`src/rtl/part_cache_pkg.sv`:
```
package part_cache_pkg;
  typedef enum logic {
    MODE_UNIFIED = 1'b0,
    MODE_SPLIT   = 1'b1
  } pc_mode_e;
endpackage

```
`src/rtl/pc_way_ram.sv`:
```
// One way: tag and line storage in a single read-first RAM with a
// registered read port, shaped for block RAM inference.
module pc_way_ram #(
  parameter int IDX_W  = 4,
  parameter int TAG_W  = 10,
  parameter int LINE_W = 64
) (
  input  logic              clk,
  input  logic              wr_en,
  input  logic [IDX_W-1:0]  wr_idx,
  input  logic [TAG_W-1:0]  wr_tag,
  input  logic [LINE_W-1:0] wr_line,
  input  logic [IDX_W-1:0]  rd_idx,
  output logic [TAG_W-1:0]  rd_tag,
  output logic [LINE_W-1:0] rd_line
);
  localparam int SETS  = 1 << IDX_W;
  localparam int ENT_W = TAG_W + LINE_W;

  logic [ENT_W-1:0] mem [SETS];
  logic [ENT_W-1:0] rd_q;

  always_ff @(posedge clk) begin
    if (wr_en) mem[wr_idx] <= {wr_tag, wr_line};
    rd_q <= mem[rd_idx];
  end

  assign {rd_tag, rd_line} = rd_q;
endmodule

```
`src/rtl/pc_state.sv`:
```
// Valid bits and per-set recency, kept in flops so a mode write can
// clear them in one cycle.
module pc_state #(
  parameter int IDX_W = 4
) (
  input  logic                  clk,
  input  logic                  rst,
  input  logic                  flush,
  input  logic                  fill_en,
  input  logic                  fill_way,
  input  logic [IDX_W-1:0]      fill_idx,
  input  logic                  touch_en,
  input  logic                  touch_way,
  input  logic [IDX_W-1:0]      touch_idx,
  input  logic [1:0][IDX_W-1:0] rd_idx,
  output logic [1:0]            rd_vld,
  output logic                  victim
);
  localparam int SETS = 1 << IDX_W;

  logic [1:0][SETS-1:0] vld_q;
  logic [SETS-1:0]      lru_q;   // way to replace next
  logic                 lru_eff;

  always_ff @(posedge clk) begin
    if (rst || flush) begin
      vld_q <= '0;
      lru_q <= '0;
    end else begin
      if (touch_en) lru_q[touch_idx] <= ~touch_way;
      if (fill_en) begin
        vld_q[fill_way][fill_idx] <= 1'b1;
        lru_q[fill_idx]           <= ~fill_way;
      end
    end
  end

  for (genvar w = 0; w < 2; w++) begin : g_rd
    always_ff @(posedge clk) begin
      if (rst) rd_vld[w] <= 1'b0;
      else     rd_vld[w] <= vld_q[w][rd_idx[w]] & ~flush;
    end
  end

  // A hit answered this cycle on the same set counts before the fill.
  always_comb begin
    lru_eff = lru_q[fill_idx];
    if (touch_en && (touch_idx == fill_idx)) lru_eff = ~touch_way;
    if (!vld_q[0][fill_idx])      victim = 1'b0;
    else if (!vld_q[1][fill_idx]) victim = 1'b1;
    else                          victim = lru_eff;
  end
endmodule

```
`src/rtl/pc_lookup.sv`:
```
// Per-port tag compare and word select over the ways it may search.
module pc_lookup #(
  parameter int TAG_W  = 10,
  parameter int OFF_W  = 2,
  parameter int DATA_W = 16,
  parameter int LINE_W = DATA_W * (2 ** OFF_W)
) (
  input  logic                   act,
  input  logic [1:0]             search,
  input  logic [1:0]             way_vld,
  input  logic [1:0][TAG_W-1:0]  way_tag,
  input  logic [1:0][LINE_W-1:0] way_line,
  input  logic [TAG_W-1:0]       tag,
  input  logic [OFF_W-1:0]       off,
  output logic                   hit,
  output logic                   hit_way,
  output logic [DATA_W-1:0]      data
);
  localparam int WORDS = 1 << OFF_W;

  logic [1:0]                   match;
  logic [WORDS-1:0][DATA_W-1:0] words;

  for (genvar w = 0; w < 2; w++) begin : g_cmp
    assign match[w] = act & search[w] & way_vld[w] & (way_tag[w] == tag);
  end

  assign hit     = |match;
  assign hit_way = match[1];
  assign words   = match[1] ? way_line[1] : way_line[0];
  assign data    = hit ? words[off] : '0;
endmodule

```
`src/rtl/part_cache.sv`:
```
module part_cache
  import part_cache_pkg::*;
#(
  parameter int ADDR_W = 16,
  parameter int IDX_W  = 4,
  parameter int OFF_W  = 2,
  parameter int DATA_W = 16
) (
  input  logic                               clk,
  input  logic                               rst,
  input  logic                               cfg_wr,
  input  logic                               cfg_split,
  input  logic [1:0]                         req_vld,
  input  logic [1:0][ADDR_W-1:0]             req_addr,
  output logic [1:0]                         rsp_vld,
  output logic [1:0]                         rsp_hit,
  output logic [1:0]                         rsp_refused,
  output logic [1:0][DATA_W-1:0]             rsp_data,
  input  logic                               rf_vld,
  input  logic                               rf_port,
  input  logic [IDX_W-1:0]                   rf_idx,
  input  logic [ADDR_W-IDX_W-OFF_W-1:0]      rf_tag,
  input  logic [DATA_W*(2**OFF_W)-1:0]       rf_line
);
  localparam int TAG_W  = ADDR_W - IDX_W - OFF_W;
  localparam int WORDS  = 1 << OFF_W;
  localparam int LINE_W = DATA_W * WORDS;
  localparam int NPORT  = 2;
  localparam int NWAY   = 2;

  // Mode register
  pc_mode_e mode_q;
  logic     is_split;

  always_ff @(posedge clk) begin
    if (rst)         mode_q <= MODE_UNIFIED;
    else if (cfg_wr) mode_q <= cfg_split ? MODE_SPLIT : MODE_UNIFIED;
  end
  assign is_split = (mode_q == MODE_SPLIT);

  // Address fields
  logic [NPORT-1:0][TAG_W-1:0] a_tag;
  logic [NPORT-1:0][IDX_W-1:0] a_idx;
  logic [NPORT-1:0][OFF_W-1:0] a_off;

  for (genvar p = 0; p < NPORT; p++) begin : g_split
    assign {a_tag[p], a_idx[p], a_off[p]} = req_addr[p];
  end

  // Way read steering: a way is read by its own port in split mode,
  // by port 0 otherwise.
  logic [NWAY-1:0][IDX_W-1:0] way_rd_idx;
  for (genvar w = 0; w < NWAY; w++) begin : g_steer
    assign way_rd_idx[w] = is_split ? a_idx[w] : a_idx[0];
  end

  // Request stage registers
  logic [NPORT-1:0]            p_vld_q;
  logic [NPORT-1:0]            p_ref_q;
  logic                        p_split_q;
  logic [NPORT-1:0][TAG_W-1:0] p_tag_q;
  logic [NPORT-1:0][OFF_W-1:0] p_off_q;
  logic [IDX_W-1:0]            p_idx0_q;

  always_ff @(posedge clk) begin
    if (rst) begin
      p_vld_q   <= '0;
      p_ref_q   <= '0;
      p_split_q <= 1'b0;
    end else begin
      p_vld_q   <= req_vld;
      p_ref_q   <= req_vld & (is_split ? 2'b00 : 2'b10);
      p_split_q <= is_split;
    end
  end

  always_ff @(posedge clk) begin
    p_tag_q  <= a_tag;
    p_off_q  <= a_off;
    p_idx0_q <= a_idx[0];
  end

  // Refill target
  logic fill_ok, fill_way, victim;
  assign fill_ok  = rf_vld & ~cfg_wr & (is_split | ~rf_port);
  assign fill_way = is_split ? rf_port : victim;

  // Way storage
  logic [NWAY-1:0][TAG_W-1:0]  way_tag;
  logic [NWAY-1:0][LINE_W-1:0] way_line;
  logic [NWAY-1:0]             way_vld;

  for (genvar w = 0; w < NWAY; w++) begin : g_way
    pc_way_ram #(
      .IDX_W (IDX_W),
      .TAG_W (TAG_W),
      .LINE_W(LINE_W)
    ) u_ram (
      .clk    (clk),
      .wr_en  (fill_ok && (fill_way == 1'(w))),
      .wr_idx (rf_idx),
      .wr_tag (rf_tag),
      .wr_line(rf_line),
      .rd_idx (way_rd_idx[w]),
      .rd_tag (way_tag[w]),
      .rd_line(way_line[w])
    );
  end

  // Per-port compare
  logic [NPORT-1:0]             hit_c;
  logic [NPORT-1:0]             hit_way_c;
  logic [NPORT-1:0][NWAY-1:0]   port_srch;

  for (genvar p = 0; p < NPORT; p++) begin : g_port
    assign port_srch[p] = p_ref_q[p] ? '0 :
                          (p_split_q ? NWAY'(1 << p) : '1);
    pc_lookup #(
      .TAG_W (TAG_W),
      .OFF_W (OFF_W),
      .DATA_W(DATA_W),
      .LINE_W(LINE_W)
    ) u_look (
      .act     (p_vld_q[p]),
      .search  (port_srch[p]),
      .way_vld (way_vld),
      .way_tag (way_tag),
      .way_line(way_line),
      .tag     (p_tag_q[p]),
      .off     (p_off_q[p]),
      .hit     (hit_c[p]),
      .hit_way (hit_way_c[p]),
      .data    (rsp_data[p])
    );
  end

  // Valid and recency state
  pc_state #(
    .IDX_W(IDX_W)
  ) u_state (
    .clk      (clk),
    .rst      (rst),
    .flush    (cfg_wr),
    .fill_en  (fill_ok),
    .fill_way (fill_way),
    .fill_idx (rf_idx),
    .touch_en (hit_c[0] & ~p_split_q),
    .touch_way(hit_way_c[0]),
    .touch_idx(p_idx0_q),
    .rd_idx   (way_rd_idx),
    .rd_vld   (way_vld),
    .victim   (victim)
  );

  assign rsp_vld     = p_vld_q;
  assign rsp_hit     = hit_c;
  assign rsp_refused = p_ref_q;
endmodule

```
`config.mk`:
```
export PLATFORM = sky130hd
export DESIGN_NAME = part_cache
export DESIGN_NICKNAME = d
export VERILOG_FILES = /design/src/rtl/part_cache_pkg.sv /design/src/rtl/pc_way_ram.sv /design/src/rtl/pc_state.sv /design/src/rtl/pc_lookup.sv /design/src/rtl/part_cache.sv
export SDC_FILE = /design/constraint.sdc
export NUM_CORES = 2
export LEC_CHECK = 0
export BUFFER_PORTS_ARGS = -buffer_cell sky130_fd_sc_hd__buf_4
export CORE_UTILIZATION = 53
export CTS_CLUSTER_DIAMETER = 80
export CTS_CLUSTER_SIZE = 28
export DETAILED_ROUTE_END_ITERATION = 10
export GPL_TIMING_DRIVEN = 0
export PLACE_DENSITY = 0.67
export SLEW_MARGIN = 5
export SYNTH_ARGS = -nofsm -noshare
export SYNTH_HDL_FRONTEND = slang
export SYNTH_SLANG_ARGS = --single-unit
```
`constraint.sdc`:
```
create_clock -name clk -period 8.25 [get_ports clk]
set_input_delay 2.0625 -clock clk [delete_from_list [all_inputs] [get_ports clk]]
set_output_delay 2.0625 -clock clk [all_outputs]
set_load 0.01 [all_outputs]
```
==> impl_results.md <==
- Synthesized cell area: 98100 um2
- Final Cell Area: 109000 um2
- Pleak: 33.6 nW
- WS Path Type: reg2out
- Share of flip-flops with an asynchronous set or reset: 0
- # clock sinks: 2599
- Initial Utilization: 0.535
- Predominant post-synthesis flop cell: edfxtp_1
- FILL cells: 13000
- CTS tree: done
- Critical path arrival: 4.34 ns
- Slew Viols, Final: 0
- Buffers added on ports: 152
- Sw frac: 0.221
- Largest net degree at the start of global routing: 33
- Row count: 157
- Postcts setup bufs: 0
- Mean routed wirelength per cell: 32.8 um
- R2r setup slk: 3.55 ns
- Die height: 432 um
- Internal Power: 18.3 mW
- DP Area: 105000 um2
- Share of cells above drive strength 1: 0.271
- Htree depth: 3
- Net count after synthesis: 4453
- Full die area: 187000 um2
- Slew headroom: 0.0809
- Worst min path class: reg2reg
- Comb pwr share: 0.068
- RSZ-0062 raised after global routing: false
- Die width: 432 um
- Gpl congestion: 0.864
- CTS Root Cell: clkbuf_16
- Starting DRT DRC Count: 6030
- Total CTS buffers: 118
- Net Sw Power: 5.20 mW
- Most common cell after layout, fill and taps aside: edfxtp_1
- Core Region: 183000 um2
- Skew-Pair Late Insertion Delay: 0.80 ns
- Worst setup SP type: register
- Post-layout nets: 4832
- Data required time at the worst endpoint: 6.19 ns
- DR vias/cell: 6.35
- VDD IR-drop max: 204 uV
- Post-synth EDFFs: 2368
- Run status: completed
- Synth Area per Inst: 22.6 um2
- Remaining antenna violation count: 0
- Final Setup Violations: 0
- Critical path peak fanout: 10
- Gr usage total: 0.259
- Sequential share of the synthesized area: 0.772
- Max frequency: 0.156 GHz
- Synthesized flop and latch total: 2599
- Syn-to-layout area delta: 10.9%
- Hold Vio Cnt, Final: 0
- Seq pwr share: 0.620
- Antenna violations before repair: 21
- Fin crit period: 6.40 ns
- Synth warnings: 0
- Number of global-route vias before repair: 46400
- Final core occ: 0.593
- Worst Max-Slew Pin Slew: 1.38 ns
- Worst-case clock buffer depth: 3
- Syn Inst Count: 4335
- Clock Power Share: 0.312
- PD cells: 216 nW/um2
- GR Overflow Total: 0
- Routed vias: 46200
- First-pass GRT wire length: 341000 um
- Io pins: 156
- Number of distinct library cells after synthesis: 52
- Clock skew: 0.0355 ns
- Drt pass-1 iters: 6
- Post-CTS Resized: 0
- Number of max-cap violations: 0
- Part of the cycle the worst path needs: 0.776
- Clk pin slew, worst setup/hold paths: 0.10 ns
- Cts hold-fix bufs: 0
- Hpwl dp: 165000 um
- Routed wire length: 239000 um
- Most frequent cells in the layout: 2368 x edfxtp_1, 749 x mux4_2, 231 x dfxtp_1
- CP Capture Type: output port
- Setup TNS: 0 ns
- Drt drc: 0
## metal layers
layer	wire length, um	up-vias	GRT usage
met2	117000	1917	0.420
met1	95300	25000	0.363
met5	0	-	0
met4	9880	0	0.0922
met3	16800	318	0.0357
li1	-	19000	-
## state kept, by name (all words and copies together), names as in the netlist
register / flops
u_state.vld_q: 32
g_way.u_ram.rd_q: 148
rsp_vld: 2
p_off_q: 4
u_state.rd_vld: 2
p_split_q: 1
u_state.lru_q: 16
rsp_refused: 1
g_way.u_ram.mem: 2368
p_tag_q: 20
p_idx0_q: 4
is_split: 1
## area by class of cell
class                           instances  area (um2)  area share
Antenna cell                            5        12.5    0.000115
Buffer                                252        1080     0.00994
Clock buffer                          153        3200      0.0294
Clock inverter                         61         831     0.00764
Inverter                                4        15.0    0.000138
Multi-Input combinational cell       1480       21500       0.198
Sequential cell                      2599       75700       0.696
Tap cell                             2464        3080      0.0283
Timing Repair Buffer                  259        3350      0.0308
## cell usage after synthesis, drive strengths merged (13+ instances only)
| cell | n | share of area |
|---|---|---|
| a211oi | 81 | 0.0062 |
| a22o | 51 | 0.0046 |
| a31oi | 90 | 0.0057 |
| and2 | 81 | 0.0052 |
| buf | 109 | 0.0054 |
| clkbuf | 143 | 0.0055 |
| dfxtp | 231 | 0.047 |
| edfxtp | 2368 | 0.72 |
| mux4 | 749 | 0.17 |
| nand2 | 196 | 0.0075 |
| nand3 | 16 | 0.00082 |
| nor2 | 58 | 0.0024 |
| nor3 | 13 | 0.00071 |
| o21ai | 21 | 0.0011 |
| xnor2 | 21 | 0.0019 |
| xor2 | 23 | 0.0021 |
## kinds of logic after synthesis
family	Yosys count	synth area share
AND/OR/NAND/NOR	407	0.0198
multiplexers	761	0.173
other	1	0.0000382
flip-flops	2599	0.772
buffers and inverters	256	0.0111
AO/OA/AOI/OAI	267	0.0198
XOR/XNOR	44	0.00393
## path summary, 6_finish.rpt
check	endpoint	start	depth (start not counted)
max	rsp_data[14]	g_way[0].u_ram.rd_q[64]	9
min	u_state.vld_q[19]	u_state.vld_q[19]	2
max reg2reg	g_way[1].u_ram.rd_q[58]	is_split	8
min reg2reg	u_state.vld_q[19]	u_state.vld_q[19]	2
## critical path, stage by stage (launching register included)
cell and delay (ns):
dfxtp_1 0.48, xnor2_1 0.18, nand2_1 0.13, nor4_4 0.68, or2_1 0.53, nor2b_1 0.20, clkbuf_1 0.38, buf_2 0.35
a22o_1 0.41, buf_4 0.19
## power groups by stage
stage / Combinational [mW] / Clock, mW / Sequential (mW)
4_1_cts: 1.61 / 7.42 / 14.6
5_1_grt: 1.68 / 7.84 / 14.6
3_3_place_gp: 1.55 / 0 / 14.9
3_5_place_dp: 1.60 / 0 / 14.9
6_report: 1.59 / 7.34 / 14.6
2_1_floorplan: 0.894 / 0 / 14.8
## through the flow
stage	hold WS, ns	instances	total power, mW	worst slack, ns
after floorplan	0.434	4335	15.7	0.807
after global placement	0.450	6951	16.4	-3.61
after detailed placement	0.460	7058	16.5	1.98
after CTS	0.471	7272	23.6	1.81
after global routing	0.491	7272	24.1	1.79
final	0.467	7277	23.5	1.85
(Power assumes the default switching activity.)
